### src/rtl/tod_alarm_pkg.sv
package tod_alarm_pkg;

    localparam int ADDR_W = 3;
    localparam int CTRL_STEER_BIT = 3;
    localparam int CTRL_CLKIE_BIT = 0;

    localparam logic [ADDR_W-1:0] ADR_STAT = 3'd4;
    localparam logic [ADDR_W-1:0] ADR_CTRL = 3'd5;

    typedef struct packed {
        logic clk_src;
        logic alarm_src;
    } irq_stat_t;

    function automatic logic is_time_addr(input logic [ADDR_W-1:0] a, input int nf);
        return int'(a) < nf;
    endfunction

endpackage

### src/rtl/tod_alarm_regif.sv
module tod_alarm_regif
    import tod_alarm_pkg::*;
#(
    parameter int FW = 8,
    parameter int NF = 3
) (
    input  logic               clk,
    input  logic               rst,
    input  logic               wr_en,
    input  logic [ADDR_W-1:0]  addr,
    input  logic [FW-1:0]      wdata,
    output logic [NF*FW-1:0]   alarm_vec,
    output logic               alarm_en,
    output logic [FW-1:0]      ctrl,
    output logic [NF-1:0]      ctr_wr
);

    logic steer;
    assign steer = ctrl[CTRL_STEER_BIT];

    always_ff @(posedge clk) begin
        if (rst) begin
            ctrl <= '0;
        end else if (wr_en && addr == ADR_CTRL) begin
            ctrl <= wdata;
        end
    end

    always_ff @(posedge clk) begin
        if (rst) begin
            alarm_en <= 1'b0;
        end else if (wr_en && is_time_addr(addr, NF)) begin
            alarm_en <= steer;
        end
    end

    for (genvar g = 0; g < NF; g++) begin : g_field
        logic sel;
        assign sel = wr_en && (int'(addr) == g);
        assign ctr_wr[g] = sel && !steer;

        always_ff @(posedge clk) begin
            if (rst) begin
                alarm_vec[g*FW +: FW] <= '0;
            end else if (sel && steer) begin
                alarm_vec[g*FW +: FW] <= wdata;
            end
        end
    end

endmodule

### src/rtl/tod_alarm_match.sv
module tod_alarm_match #(
    parameter int FW = 8,
    parameter int NF = 3
) (
    input  logic             clk,
    input  logic             rst,
    input  logic [NF*FW-1:0] time_vec,
    input  logic [NF*FW-1:0] alarm_vec,
    input  logic             alarm_en,
    output logic             eq,
    output logic             eq_q,
    output logic             hit
);

    logic [NF-1:0] field_eq;

    for (genvar g = 0; g < NF; g++) begin : g_cmp
        assign field_eq[g] = time_vec[g*FW +: FW] == alarm_vec[g*FW +: FW];
    end

    assign eq = &field_eq;

    always_ff @(posedge clk) begin
        if (rst) eq_q <= 1'b1;
        else     eq_q <= eq;
    end

    assign hit = eq && !eq_q && alarm_en;

endmodule

### src/rtl/tod_alarm_status.sv
module tod_alarm_status
    import tod_alarm_pkg::*;
(
    input  logic      clk,
    input  logic      rst,
    input  logic      alarm_hit,
    input  logic      clk_hit,
    input  logic      clr,
    output irq_stat_t stat
);

    irq_stat_t nxt;

    always_comb begin
        nxt = clr ? '0 : stat;
        if (alarm_hit) nxt.alarm_src = 1'b1;
        if (clk_hit)   nxt.clk_src   = 1'b1;
    end

    always_ff @(posedge clk) begin
        if (rst) stat <= '0;
        else     stat <= nxt;
    end

endmodule

### src/rtl/tod_alarm_irq.sv
module tod_alarm_irq
    import tod_alarm_pkg::*;
#(
    parameter int FW = 8
) (
    input  logic              clk,
    input  logic              rst,
    input  logic              bus_wr,
    input  logic              bus_rd,
    input  logic [ADDR_W-1:0] bus_addr,
    input  logic [FW-1:0]     bus_wdata,
    output logic [FW-1:0]     bus_rdata,
    input  logic [FW-1:0]     cur_sec,
    input  logic [FW-1:0]     cur_min,
    input  logic [FW-1:0]     cur_hr,
    input  logic              clkout_tick,
    output logic [2:0]        ctr_wr,
    output logic [FW-1:0]     ctr_wdata,
    output logic              irq_n
);

    localparam int NF = 3;

    logic [NF*FW-1:0] time_vec;
    logic [NF*FW-1:0] alarm_vec;
    logic             alarm_en;
    logic [FW-1:0]    ctrl;
    logic             eq, eq_q, alarm_hit, clk_hit, stat_clr;
    irq_stat_t        stat;

    assign time_vec  = {cur_hr, cur_min, cur_sec};
    assign ctr_wdata = bus_wdata;

    tod_alarm_regif #(.FW(FW), .NF(NF)) u_regif (
        .clk(clk), .rst(rst), .wr_en(bus_wr), .addr(bus_addr), .wdata(bus_wdata),
        .alarm_vec(alarm_vec), .alarm_en(alarm_en), .ctrl(ctrl), .ctr_wr(ctr_wr)
    );

    tod_alarm_match #(.FW(FW), .NF(NF)) u_match (
        .clk(clk), .rst(rst), .time_vec(time_vec), .alarm_vec(alarm_vec),
        .alarm_en(alarm_en), .eq(eq), .eq_q(eq_q), .hit(alarm_hit)
    );

    assign clk_hit  = clkout_tick && ctrl[CTRL_CLKIE_BIT];
    assign stat_clr = bus_rd && bus_addr == ADR_STAT;

    tod_alarm_status u_status (
        .clk(clk), .rst(rst), .alarm_hit(alarm_hit), .clk_hit(clk_hit),
        .clr(stat_clr), .stat(stat)
    );

    assign irq_n = !(stat.alarm_src || stat.clk_src);

    always_comb begin
        bus_rdata = '0;
        for (int i = 0; i < NF; i++) begin
            if (int'(bus_addr) == i) bus_rdata = time_vec[i*FW +: FW];
        end
        if (bus_addr == ADR_STAT) bus_rdata = FW'(stat);
        if (bus_addr == ADR_CTRL) bus_rdata = ctrl;
    end

endmodule

### config.mk
export PLATFORM = sky130hd
export DESIGN_NAME = tod_alarm_irq
export DESIGN_NICKNAME = d
export VERILOG_FILES = /design/src/rtl/tod_alarm_pkg.sv /design/src/rtl/tod_alarm_regif.sv /design/src/rtl/tod_alarm_match.sv /design/src/rtl/tod_alarm_status.sv /design/src/rtl/tod_alarm_irq.sv
export SDC_FILE = /design/constraint.sdc
export NUM_CORES = 1
export LEC_CHECK = 0
export ABC_AREA = 1
export BUFFER_PORTS_ARGS = -buffer_cell sky130_fd_sc_hd__buf_2
export CAP_MARGIN = 20
export CORE_UTILIZATION = 51
export CTS_CLUSTER_DIAMETER = 200
export CTS_CLUSTER_SIZE = 28
export DETAILED_ROUTE_END_ITERATION = 10
export PLACE_DENSITY = 0.79
export SYNTH_ARGS = -nofsm -noshare
export SYNTH_HDL_FRONTEND = slang
export SYNTH_SLANG_ARGS = --single-unit
### constraint.sdc
create_clock -name clk -period 1.4 [get_ports clk]
set_input_delay 0.07 -clock clk [delete_from_list [all_inputs] [get_ports clk]]
set_output_delay 0.07 -clock clk [all_outputs]
set_load 0.05 [all_outputs]
# After elaboration in Yosys (flattened, before gate mapping)

Cells that the tools add are included.
Widths: inputs -> output; s select.

Flip-flop bits (word level): 36
Output and inout port bits: 20
Word-level logic and storage cells: 47

$lt $le $gt $ge: 1
Eq/ne operators: 7
Muxes and demuxes: 8
Reduce and logical (&&, ||, !) cells: 23

Operators by type and width:

| kind               | number |
|---|---|
| $mux 8             | 5 |
| $eq 8x8->1         | 3 |
| $logic_and 1x1->1  | 15 |
| $eq 3x3->1 const B | 3 |
| $reduce_bool 2->1  | 2 |
| $eq 3x2->1 const B | 1 |
| $logic_not 1->1    | 3 |
| $logic_not 3->1    | 1 |
| $lt 3x2->1 const B | 1 |
| $reduce_and 3->1   | 1 |
| $mux 1             | 2 |
| $mux 2             | 1 |
| $logic_or 1x1->1   | 1 |

# Logic depth before layout (Yosys ltp)

Gate-level depths: netlist of run 1.

Depth in word-level cells: 6
Mapped depth: 9
Gate-level depth less buffers: 9

# By module

Synthesis of run 1 repeated with hierarchy kept, for this count alone.

Cells, all modules: 448
Area total of the unflattened synthesis: 2477.4 um2

Modules (own cells, without submodules):

| module           | times used | cells each | area an instance (um2) | seq. area each (um2) |
|---|---|---|---|---|
| tod_alarm_regif  | 1          | 235        | 1502.7                 | 660.6 |
| tod_alarm_match  | 1          | 132        | 530.5                  | 20.0 |
| tod_alarm_irq    | 1          | 72         | 375.4                  | 0.0 |
| tod_alarm_status | 1          | 9          | 68.8                   | 40.0 |

# Worst setup path before layout of run 1

Ideal clock, no wire load.

Path kind: input -> output
Start: input port bus_addr[1]
End: output port bus_rdata[4]
Data arrival time: 1.568 ns
Required time: 1.330 ns
Slack: -0.238 ns
Stages on the path: 5
Cell sequence: inv_2 > nand2_2 > nor2_4 > inv_1 > o21ai_0

Longest elaborated chain between the ends: 6
Elaborated cells between the ends (all ways): 10
Those cells by class: eq/ne (4); mux (5); reduce/logical (1)

RTL lines:

| what                 | line                | source |
|---|---|---|
| start, declared      | tod_alarm_irq.sv:10 | `input logic [ADDR_W-1:0] bus_addr,` |
| $logic_not 3->1      | tod_alarm_irq.sv:57 | `if (int'(bus_addr) == i) bus_rdata = time_vec[i*FW +: FW];` |
| $mux 8 (3 in series) | tod_alarm_irq.sv:57 |  |
| $mux 8               | tod_alarm_irq.sv:59 | `if (bus_addr == ADR_STAT) bus_rdata = FW'(stat);` |
| $mux 8 (*)           | tod_alarm_irq.sv:60 | `if (bus_addr == ADR_CTRL) bus_rdata = ctrl;` |
| end, declared        | tod_alarm_irq.sv:12 | `output logic [FW-1:0] bus_rdata,` |

Every way passes the cells marked *; elsewhere a longest branch is shown, timed or not.

# Worst setup path after layout of run 1

Start: register u_regif.ctrl[3]
End: output port bus_rdata[3]

Longest elaborated chain between the ends: 1

RTL lines:

| what                   | line                  | source |
|---|---|---|
| start, declared        | tod_alarm_regif.sv:14 | `output logic [FW-1:0] ctrl,` |
| start signal, assigned | tod_alarm_regif.sv:25 | `ctrl <= wdata;` |
| $mux 8                 | tod_alarm_irq.sv:60   |  |

No other way between the ends.

==> results by group, run 1 <==
Status
  • Outcome: finished, final reports clean

Synth
  • Synth warnings: 0
  • Syn Area/Cell: 7.156 µm²
  • Synth Instances: 278
  • Area fraction in compound gates after synthesis: 0.2101
  • Adder-cell share of the synthesized area: 0
  • Mux share of post-synthesis cell area: 0
  • Synthesized area: 0.001989 mm²
  • Synth Net Count: 318
  • FF+latch count, synth: 36
  • XOR/XNOR share of the synthesized area: 0.07925
  • Yosys cell types: 27
  • Seq/Total Area, Yosys: 0.3623
  • Main combinational cell family by area after synthesis: compound AO/OA/AOI/OAI gates
  • Post-synthesis simple-gate area fraction: 0.2101

Floorplan
  • Die Width: 64.46 µm
  • # rows: 22
  • Die area: 0.004154 mm²
  • Number of top-level pins: 60
  • Die height: 64.46 µm
  • Floorplan Core Area: 0.003689 mm²
  • Initial Utilization: 0.5393

Detailed routing
  • Vias: 1939
  • Met3 routed WL: 281 µm
  • WL/cell: 13.06 µm
  • DR pass1 iterations: 4
  • Routed met1 length: 2.207 mm
  • Post-Route WL: 5.015 mm
  • Initial DRC Count: 114
  • Routed met2 length: 2.422 mm
  • Antenna viol nets, final: 0
  • Top Metal Used: met4
  • DR DRC count: 0
  • Drt via density: 5.049

Placed design
  • DP Cell Count: 375
  • Hpwl dp: 3.780 mm
  • IO Port Bufs: 59
  • GPL Wtd Cong: 0.8841

Power and ir drop
  • Static Leak: 0.0009695 µW
  • VDD IR-drop max: 934.4 µV
  • Power Density: 938.5 mW/mm²

Clock tree
  • TritonCTS Sinks: 36
  • Clk slew on worst S/H paths: 70 ps
  • CTS H-tree depth: 2
  • Bufs on Longest Clock Path: 2
  • CTS tree: yes
  • Setup Buffers After CTS: 0
  • Number of buffers created by CTS: 5
  • Insertion delay of the later-clocked pin in the worst-skew pair: 290 ps
  • Clk Tree Root Cell: clkbuf_8

Layout
  • Layout overhead on the synthesized area: 20.19%
  • Fraction of layout cells with a size suffix above 1: 0.2560
  • N_diodes: 0
  • Area occupied by multi-input gates: 999.7 µm²
  • Fill count: 360
  • FF/Latch Area: 724.4 µm²
  • Post-route insts no fill: 384
  • Final #Nets: 375

Critical path
  • WP data arrival: 1230 ps
  • WS Path Type: flop to output pin
  • Critical-path maximum fanout: 7
  • CP endpoint kind: output pin
  • CP Data Required Time: 1330 ps
  • Worst setup SP type: flop

STA
  • Final Max Slew Viols: 0
  • F_max: 0.7720 GHz
  • Final Cycle Share: 0.9252
  • Setup_tns: 0 ps
  • Worst Skew: 7.313 ps
  • RSZ-0062 raised after global routing: no
  • Worst Tran Pin Value: 315.8 ps
  • Number of setup violations in the final report: 0
  • Slew headroom: 0.7892
  • Min Tclk post-route: 1295 ps
  • Final Hold Viols: 0

Worst hold path
  • Type of the tightest min-delay check: primary input to flop

Global routing
  • Largest net degree at the start of global routing: 33
  • First-pass GRT wire length: 8.700 mm
  • GR Overflow Total: 0
  • GRT Total Usage: 0.2809
  • Initial antenna violation count: 0
  • Vias in the first global route: 1897

Run
  • Max-Cap Viols: 0
-- worst max-delay path, stage by stage (launching register included) --
cell	delay, ps
dfxtp_4	410
inv_1	90
o2111ai_2	200
buf_4	230
-- registers in the layout, indices dropped and copies added (netlist names) --
register           flops
u_regif.alarm_en       1
u_status.stat          2
u_regif.ctrl           8
u_regif.alarm_vec     24
u_match.eq_q           1
-- layout by cell type (no fill, tap or decap), types with 3 or more instances in the layout --
cell type  Yosys  final
nand3_1        5      5
dfxtp_1       36     35
buf_4          8      6
buf_2          1     57
clkbuf_8       0      6
o21ai_1        7      8
xnor2_1       18     18
nor2_1        13     13
o21ai_0       24     23
nand2_1       57     57
a221oi_1       3      3
inv_1         42     42
o2111ai_1      5      4
nor3_1         3      3
a21oi_1       35     35
-- where the power goes --
group / total (µW) / internal [µW] / leakage [µW] / switching [µW]
combinational: 427 / 137 / 0.000633 / 290
sequential: 1040 / 1040 / 0.000292 / 8.13
clock: 772 / 400 / 0.0000445 / 373
total: 2240 / 1570 / 0.000970 / 671
-- per-layer routing --
metal | vias up | global-route usage
met3 | 12 | 0.07394
met1 | 867 | 0.3440
li1 | 1006 | -
met5 | - | 0
met2 | 54 | 0.4632
met4 | 0 | 0.1194
-- cells in the mapped netlist, drive strengths merged --
cell	number	share of area
nand2	59	0.11
inv	44	0.083
a21oi	36	0.092
dfxtp	36	0.36
o21ai	32	0.082
xnor2	18	0.079
nor2	16	0.039
buf	13	0.052
nand3	8	0.035
o2111ai	5	0.022
nor3	4	0.016
a221oi	3	0.013
clkbuf	2	0.0038
nand4	2	0.0063
-- stage by stage --
| stage | hold WS (ps) | worst slack, ps | util | total power, µW | area (µm²) |
|---|---|---|---|---|---|
| 6_report | 47.67 | 104.7 | 0.6482 | 2244 | 2391 |
| 5_1_grt | 61.35 | 0.4527 | 0.6482 | 2355 | 2391 |
| 4_1_cts | 39.98 | 44.17 | 0.6469 | 2261 | 2386 |
| 3_5_place_dp | 310.8 | 79.19 | 0.6177 | 1488 | 2278 |
| 3_3_place_gp | 306.4 | 110.1 | 0.6177 | 1483 | 2278 |
| 2_1_floorplan | 139.1 | -183.5 | - | 1340 | 1996 |
-- area by class of cell --
cell class,count,share of cell area
Multi-Input combinational cell,183,0.4181
Clock inverter,1,0.003140
Inverter,44,0.06907
Tap cell,48,0.02512
Clock buffer,7,0.03611
Timing Repair Buffer,65,0.1455
Sequential cell,36,0.3030
-- logic make-up (layout without fill, tap and decap cells) --
kind of cell / after synthesis / count (layout)
simple gates: 89 / 89
compound gates: 76 / 76
buf+inv: 59 / 117
flops: 36 / 36
xor+xnor: 18 / 18
-- repair_timing --
action / in CTS / in global routing
endpoints found under the setup margin: 1 / 2
gates resized for setup: 2 / 2
hold endpoints to repair: 1 / 0
hold buffers: 1 / 0
-- worst paths after layout --
check / start / to / slack, ps / cells after the start
max: u_regif.ctrl[3] / bus_rdata[3] / 100 / 3
min reg2reg: u_regif.ctrl[4] / u_regif.ctrl[4] / 450 / 2
max reg2reg: u_regif.alarm_vec[19] / u_status.stat[0] / 150 / 7
min: clkout_tick / u_status.stat[1] / 50 / 3
Power figures use the tool's default switching activity.
==> run 2, diff against run 1 <==
--- a/config.mk
+++ b/config.mk
@@ -8,6 +8,7 @@
 export ABC_AREA = 1
 export BUFFER_PORTS_ARGS = -buffer_cell sky130_fd_sc_hd__buf_2
 export CAP_MARGIN = 20
+export CORE_MARGIN = 2
 export CORE_UTILIZATION = 51
 export CTS_CLUSTER_DIAMETER = 200
 export CTS_CLUSTER_SIZE = 28
==> results by group, run 2 (same netlist as run 1, synthesis figures left out) <==
Detailed routing
  • Post-Route WL: 5.068 mm
  • Vias: 1951
  • DR DRC count: 0
  • Initial DRC Count: 121
  • Drt via density: 5.081
  • Antenna viol nets, final: 0
  • DR pass1 iterations: 4
  • WL/cell: 13.20 µm

Critical path
  • WS Path Type: flop to output pin
  • Reg2reg end: u_status.stat[0]
  • Worst setup SP type: flop
  • FF-to-FF Start: u_regif.alarm_vec[1]
  • Critical-path maximum fanout: 7
  • CP Data Required Time: 1330 ps
  • Critical path endpoint: bus_rdata[3]
  • Buf/Inv on CP: 2
  • Reg2Reg Depth: 9
  • FF-to-FF setup slack: 230 ps
  • Largest stage delay, worst path: 420 ps
  • CP Launch Point: u_regif.ctrl[3]
  • WP data arrival: 1270 ps
  • Critical Path Stages: 3
  • CP endpoint kind: output pin
  • CP max stage cell: dfxtp_4
  • Largest delay contributor family on the critical path: flip-flops
  • Cell chain of the critical path: inv_1, o2111ai_2, buf_4

Layout
  • Layout overhead on the synthesized area: 20.88%
  • Area occupied by multi-input gates: 999.7 µm²
  • Fraction of layout cells with a size suffix above 1: 0.2560
  • Final #Nets: 375
  • Finished Cell Area: 0.002405 mm²
  • Fill count: 338
  • Top flop regs: u_regif.alarm_vec: 24 flops, u_regif.ctrl: 8 flops, u_status.stat: 2 flops
  • Commonest cells after routing, fill and taps aside: nand2_1, buf_2, inv_1
  • Largest register FFs: 24
  • N_diodes: 0
  • Biggest register: u_regif.alarm_vec
  • FF/Latch Area: 724.4 µm²

STA
  • F_max: 0.7490 GHz
  • Final Hold Viols: 0
  • Slew headroom: 0.7885
  • Worst Skew: 7.998 ps
  • Min Tclk post-route: 1335 ps
  • Final Cycle Share: 0.9536
  • Setup_tns: 0 ps
  • Worst Tran Pin Value: 316.2 ps
  • Number of setup violations in the final report: 0
  • RSZ-0062 raised after global routing: no
  • Final Max Slew Viols: 0

Power and ir drop
  • VDD IR-drop max: 600.4 µV
  • Power Density: 991.3 mW/mm²
  • Static Leak: 0.0009792 µW
  • Final Power: 2384 µW

Status
  • Outcome: finished, final reports clean

Floorplan
  • Number of top-level pins: 60
  • Die height: 66.46 µm
  • Die area: 0.004416 mm²
  • # rows: 22
  • Initial Utilization: 0.5354
  • Die Width: 66.46 µm
  • Floorplan Core Area: 0.003716 mm²

Clock tree
  • CTS H-tree depth: 2
  • Bufs on Longest Clock Path: 2
  • Clk Tree Root Cell: clkbuf_8
  • TritonCTS Sinks: 36
  • Insertion delay of the later-clocked pin in the worst-skew pair: 300 ps
  • Number of buffers created by CTS: 5
  • Clk slew on worst S/H paths: 70 ps
  • CTS tree: yes
  • Setup Buffers After CTS: 0

Worst hold path
  • Type of the tightest min-delay check: primary input to flop
  • Hold Crit Start: clkout_tick
  • Hold path depth: 3

Placed design
  • Post-DP Area: 0.002278 mm²
  • Hpwl dp: 3.731 mm
  • GPL Wtd Cong: 0.8189
  • IO Port Bufs: 59

Global routing
  • Initial antenna violation count: 0
  • First-pass GRT wire length: 8.100 mm
  • Vias in the first global route: 1775
  • Largest net degree at the start of global routing: 33
  • GRT Total Usage: 0.2479
  • GR Overflow Total: 0

Run
  • Max-Cap Viols: 0
-- run 2: what timing repair did --
item	4_1_cts	5_1_grt
hold endpoints to repair	3	0
cloned	0	0
hold buffers	1	0
resized for setup	3	1
setup endpoints to repair	1	1
-- run 2: layout make-up --
cell class,instances,share of cell area
tap,48,0.02497
timing repair buffer,65,0.1446
clock inverter,2,0.01457
clock buffer,6,0.03018
inverter,44,0.06868
sequential,36,0.3012
multi-input combinational,183,0.4157
-- run 2: routing by layer --
layer / part of all wire / global-route usage
met5: 0 / 0
met2: 0.49 / 0.4275
met1: 0.44 / 0.2973
met4: 0.014 / 0.09949
met3: 0.058 / 0.05405
-- run 2: worst register-to-register path: cells and delay by family, from the launching register on --
kind	cells	cell delay, ps
and+or+nand+nor	7	590
DFF	1	320
AOI/OAI and AO/OA	1	130
buffers and inverters	1	60
-- run 2: how the worst min path moves through the flow --
stage / end / slack (ps)
after floorplan: u_regif.ctrl[0] / 140
after global placement: u_status.stat[1] / 290
after detailed placement: u_status.stat[1] / 300
after CTS: u_status.stat[1] / 20
after global routing: u_status.stat[1] / 50
final: u_status.stat[1] / 20
-- run 2: power by group --
part           internal, µW  switching [µW]
clock network           528             387
registers              1040            8.71
logic                   135             288
-- run 2: metrics by stage --
stage	hold slack, ps	cells	setup slack [ps]	utilization
3_3_place_gp	291.9	375	131.0	0.6131
3_5_place_dp	302.9	375	94.58	0.6131
4_1_cts	18.38	384	65.16	0.6465
2_1_floorplan	139.1	278	-183.5	-
6_report	19.70	384	64.96	0.6471
5_1_grt	50.72	384	6.212	0.6471
==> run 3, diff against run 2 <==
--- a/config.mk
+++ b/config.mk
@@ -9,11 +9,13 @@
 export BUFFER_PORTS_ARGS = -buffer_cell sky130_fd_sc_hd__buf_2
 export CAP_MARGIN = 20
 export CORE_MARGIN = 2
-export CORE_UTILIZATION = 51
+export CORE_UTILIZATION = 54
 export CTS_CLUSTER_DIAMETER = 200
 export CTS_CLUSTER_SIZE = 28
 export DETAILED_ROUTE_END_ITERATION = 10
-export PLACE_DENSITY = 0.79
+export PLACE_DENSITY = 0.8
 export SYNTH_ARGS = -nofsm -noshare
 export SYNTH_HDL_FRONTEND = slang
+export SYNTH_HIERARCHICAL = 1
 export SYNTH_SLANG_ARGS = --single-unit
+export TNS_END_PERCENT = 1
==> results by group, run 3 <==
Status
  • Outcome: finished, final reports clean

Layout
  • Layout Utilization: 0.6561
  • Fraction of layout cells with a size suffix above 1: 0.1793
  • Area occupied by multi-input gates: 0.001272 mm²
  • N_diodes: 0
  • Most common cell after layout, fill and taps aside: nand2_1
  • Fill count: 434
  • Largest register FFs: 24
  • Post-route insts no fill: 554
  • FF/Latch Area: 723.2 µm²
  • Finished Cell Area: 0.002877 mm²
  • Top flop regs: u_regif/alarm_vec: 24 flops, u_regif/ctrl: 8 flops, u_status/stat: 2 flops
  • Biggest register: u_regif/alarm_vec
  • Final #Nets: 541
  • Commonest cells after routing, fill and taps aside: nand2_1, inv_1, nor2_1
  • Layout overhead on the synthesized area: 16.29%

Global routing
  • GRT Total Usage: 0.2575
  • Initial antenna violation count: 0
  • Largest net degree at the start of global routing: 34
  • Vias in the first global route: 2389
  • First-pass GRT wire length: 10.45 mm
  • GR Overflow Total: 0

Critical path
  • FF-to-FF Start: u_regif/alarm_vec[1]
  • Reg2Reg Depth: 9
  • CP Launch Point: u_regif/ctrl[3]
  • Critical path endpoint: ctr_wr[0]
  • Cell chain of the critical path: nor4_2, buf_2
  • CP Data Required Time: 1330 ps
  • WS Path Type: flop to output pin
  • FF-to-FF setup slack: 110 ps
  • Reg2reg end: u_status/stat[0]
  • CP endpoint kind: output pin
  • WP data arrival: 1250 ps
  • Worst setup SP type: flop
  • CP max stage cell: dfxtp_2
  • Largest stage delay, worst path: 380 ps
  • Critical-path maximum fanout: 9

Clock tree
  • Insertion delay of the later-clocked pin in the worst-skew pair: 280 ps
  • Setup Buffers After CTS: 0
  • Clk Tree Root Cell: clkbuf_8
  • Bufs on Longest Clock Path: 2
  • Hold buffer count at CTS: 0
  • CTS H-tree depth: 2
  • CTS tree: yes
  • TritonCTS Sinks: 36
  • Number of buffers created by CTS: 5
  • Clk slew on worst S/H paths: 70 ps

Placed design
  • Hpwl dp: 4.832 mm
  • DP Cell Count: 546
  • IO Port Bufs: 59
  • Post-DP Area: 0.002766 mm²
  • GPL Wtd Cong: 0.9375

Detailed routing
  • DR pass1 iterations: 5
  • Antenna viol nets, final: 0
  • DR DRC count: 0
  • Drt via density: 4.895
  • WL/cell: 11.30 µm
  • Vias: 2712
  • Post-Route WL: 6.261 mm
  • Initial DRC Count: 188

Floorplan
  • Die Width: 71.68 µm
  • Number of top-level pins: 60
  • Die area: 0.005138 mm²
  • Floorplan Core Area: 0.004384 mm²
  • Die height: 71.68 µm
  • # rows: 24
  • Initial Utilization: 0.5642

STA
  • Number of setup violations in the final report: 0
  • Min Tclk post-route: 1319 ps
  • Slew headroom: 0.7412
  • Worst Tran Pin Value: 386.1 ps
  • Final Hold Viols: 0
  • Final Cycle Share: 0.9421
  • Setup_tns: 0 ps
  • Worst Skew: 3.052 ps
  • RSZ-0062 raised after global routing: no
  • Final Max Slew Viols: 0
  • F_max: 0.7581 GHz

Synth
  • Synth Instances: 447
  • Synthesized area: 0.002474 mm²
  • Syn Area/Cell: 5.534 µm²
  • Synth warnings: 6
  • Synth Net Count: 487

Run
  • Max-Cap Viols: 0

Power and ir drop
  • Static Leak: 0.001611 µW
  • VDD IR-drop max: 600.5 µV
  • Power Density: 840.6 mW/mm²

Worst hold path
  • Type of the tightest min-delay check: primary input to flop
==> run 3: worst min-delay path by stage <==
stage | from | endpoint | slack, ps | depth (start not counted)
floorplan | rst | u_status/stat[0] | 140 | 1
CTS | rst | u_status/stat[1] | 10 | 2
global placement | rst | u_status/stat[0] | 300 | 2
global route | rst | u_status/stat[1] | 20 | 2
detailed placement | rst | u_status/stat[1] | 310 | 2
finish | rst | u_status/stat[1] | 10 | 2
==> run 3: cell type report <==
| class | count | area share |
|---|---|---|
| multi-input combinational | 293 | 0.4424 |
| sequential | 36 | 0.2514 |
| inverter | 102 | 0.1331 |
| timing repair buffer | 63 | 0.1131 |
| clock buffer | 6 | 0.02523 |
| tap | 52 | 0.02262 |
| clock inverter | 2 | 0.01218 |
==> run 3: worst max-delay path: cells and delay by family (launching register included) <==
family	cells	cell delay (ps)
buffers and inverters	1	300
and+or+nand+nor	1	290
DFF	1	380
==> run 3: report_power, final <==
part           switching (µW)  internal, µW  total [µW]
Combinational             335           137         472
Sequential               10.8          1040        1050
Clock                     368           529         897
==> run 3: per-layer routing <==
metal / share of wire / GRT usage
met5: 0 / 0
met4: 0.017 / 0.09434
met3: 0.069 / 0.04641
met2: 0.45 / 0.4023
met1: 0.46 / 0.3557
==> run 3: repair_timing <==
item / 4_1_cts / 5_1_grt
gates resized for setup: 1 / 1
setup endpoints to repair: 1 / 1
pin swaps: 0 / 0
==> run 3: through the flow <==
step | setup WS, ps | hold slack [ps] | power (µW)
after detailed placement | 141.5 | 310.8 | 1539
final | 80.99 | 14.86 | 2418
after global placement | 169.1 | 303.9 | 1533
after global routing | 2.717 | 20.08 | 2527
after floorplan | -354.2 | 139.1 | 1387
after CTS | 74.90 | 13.82 | 2424
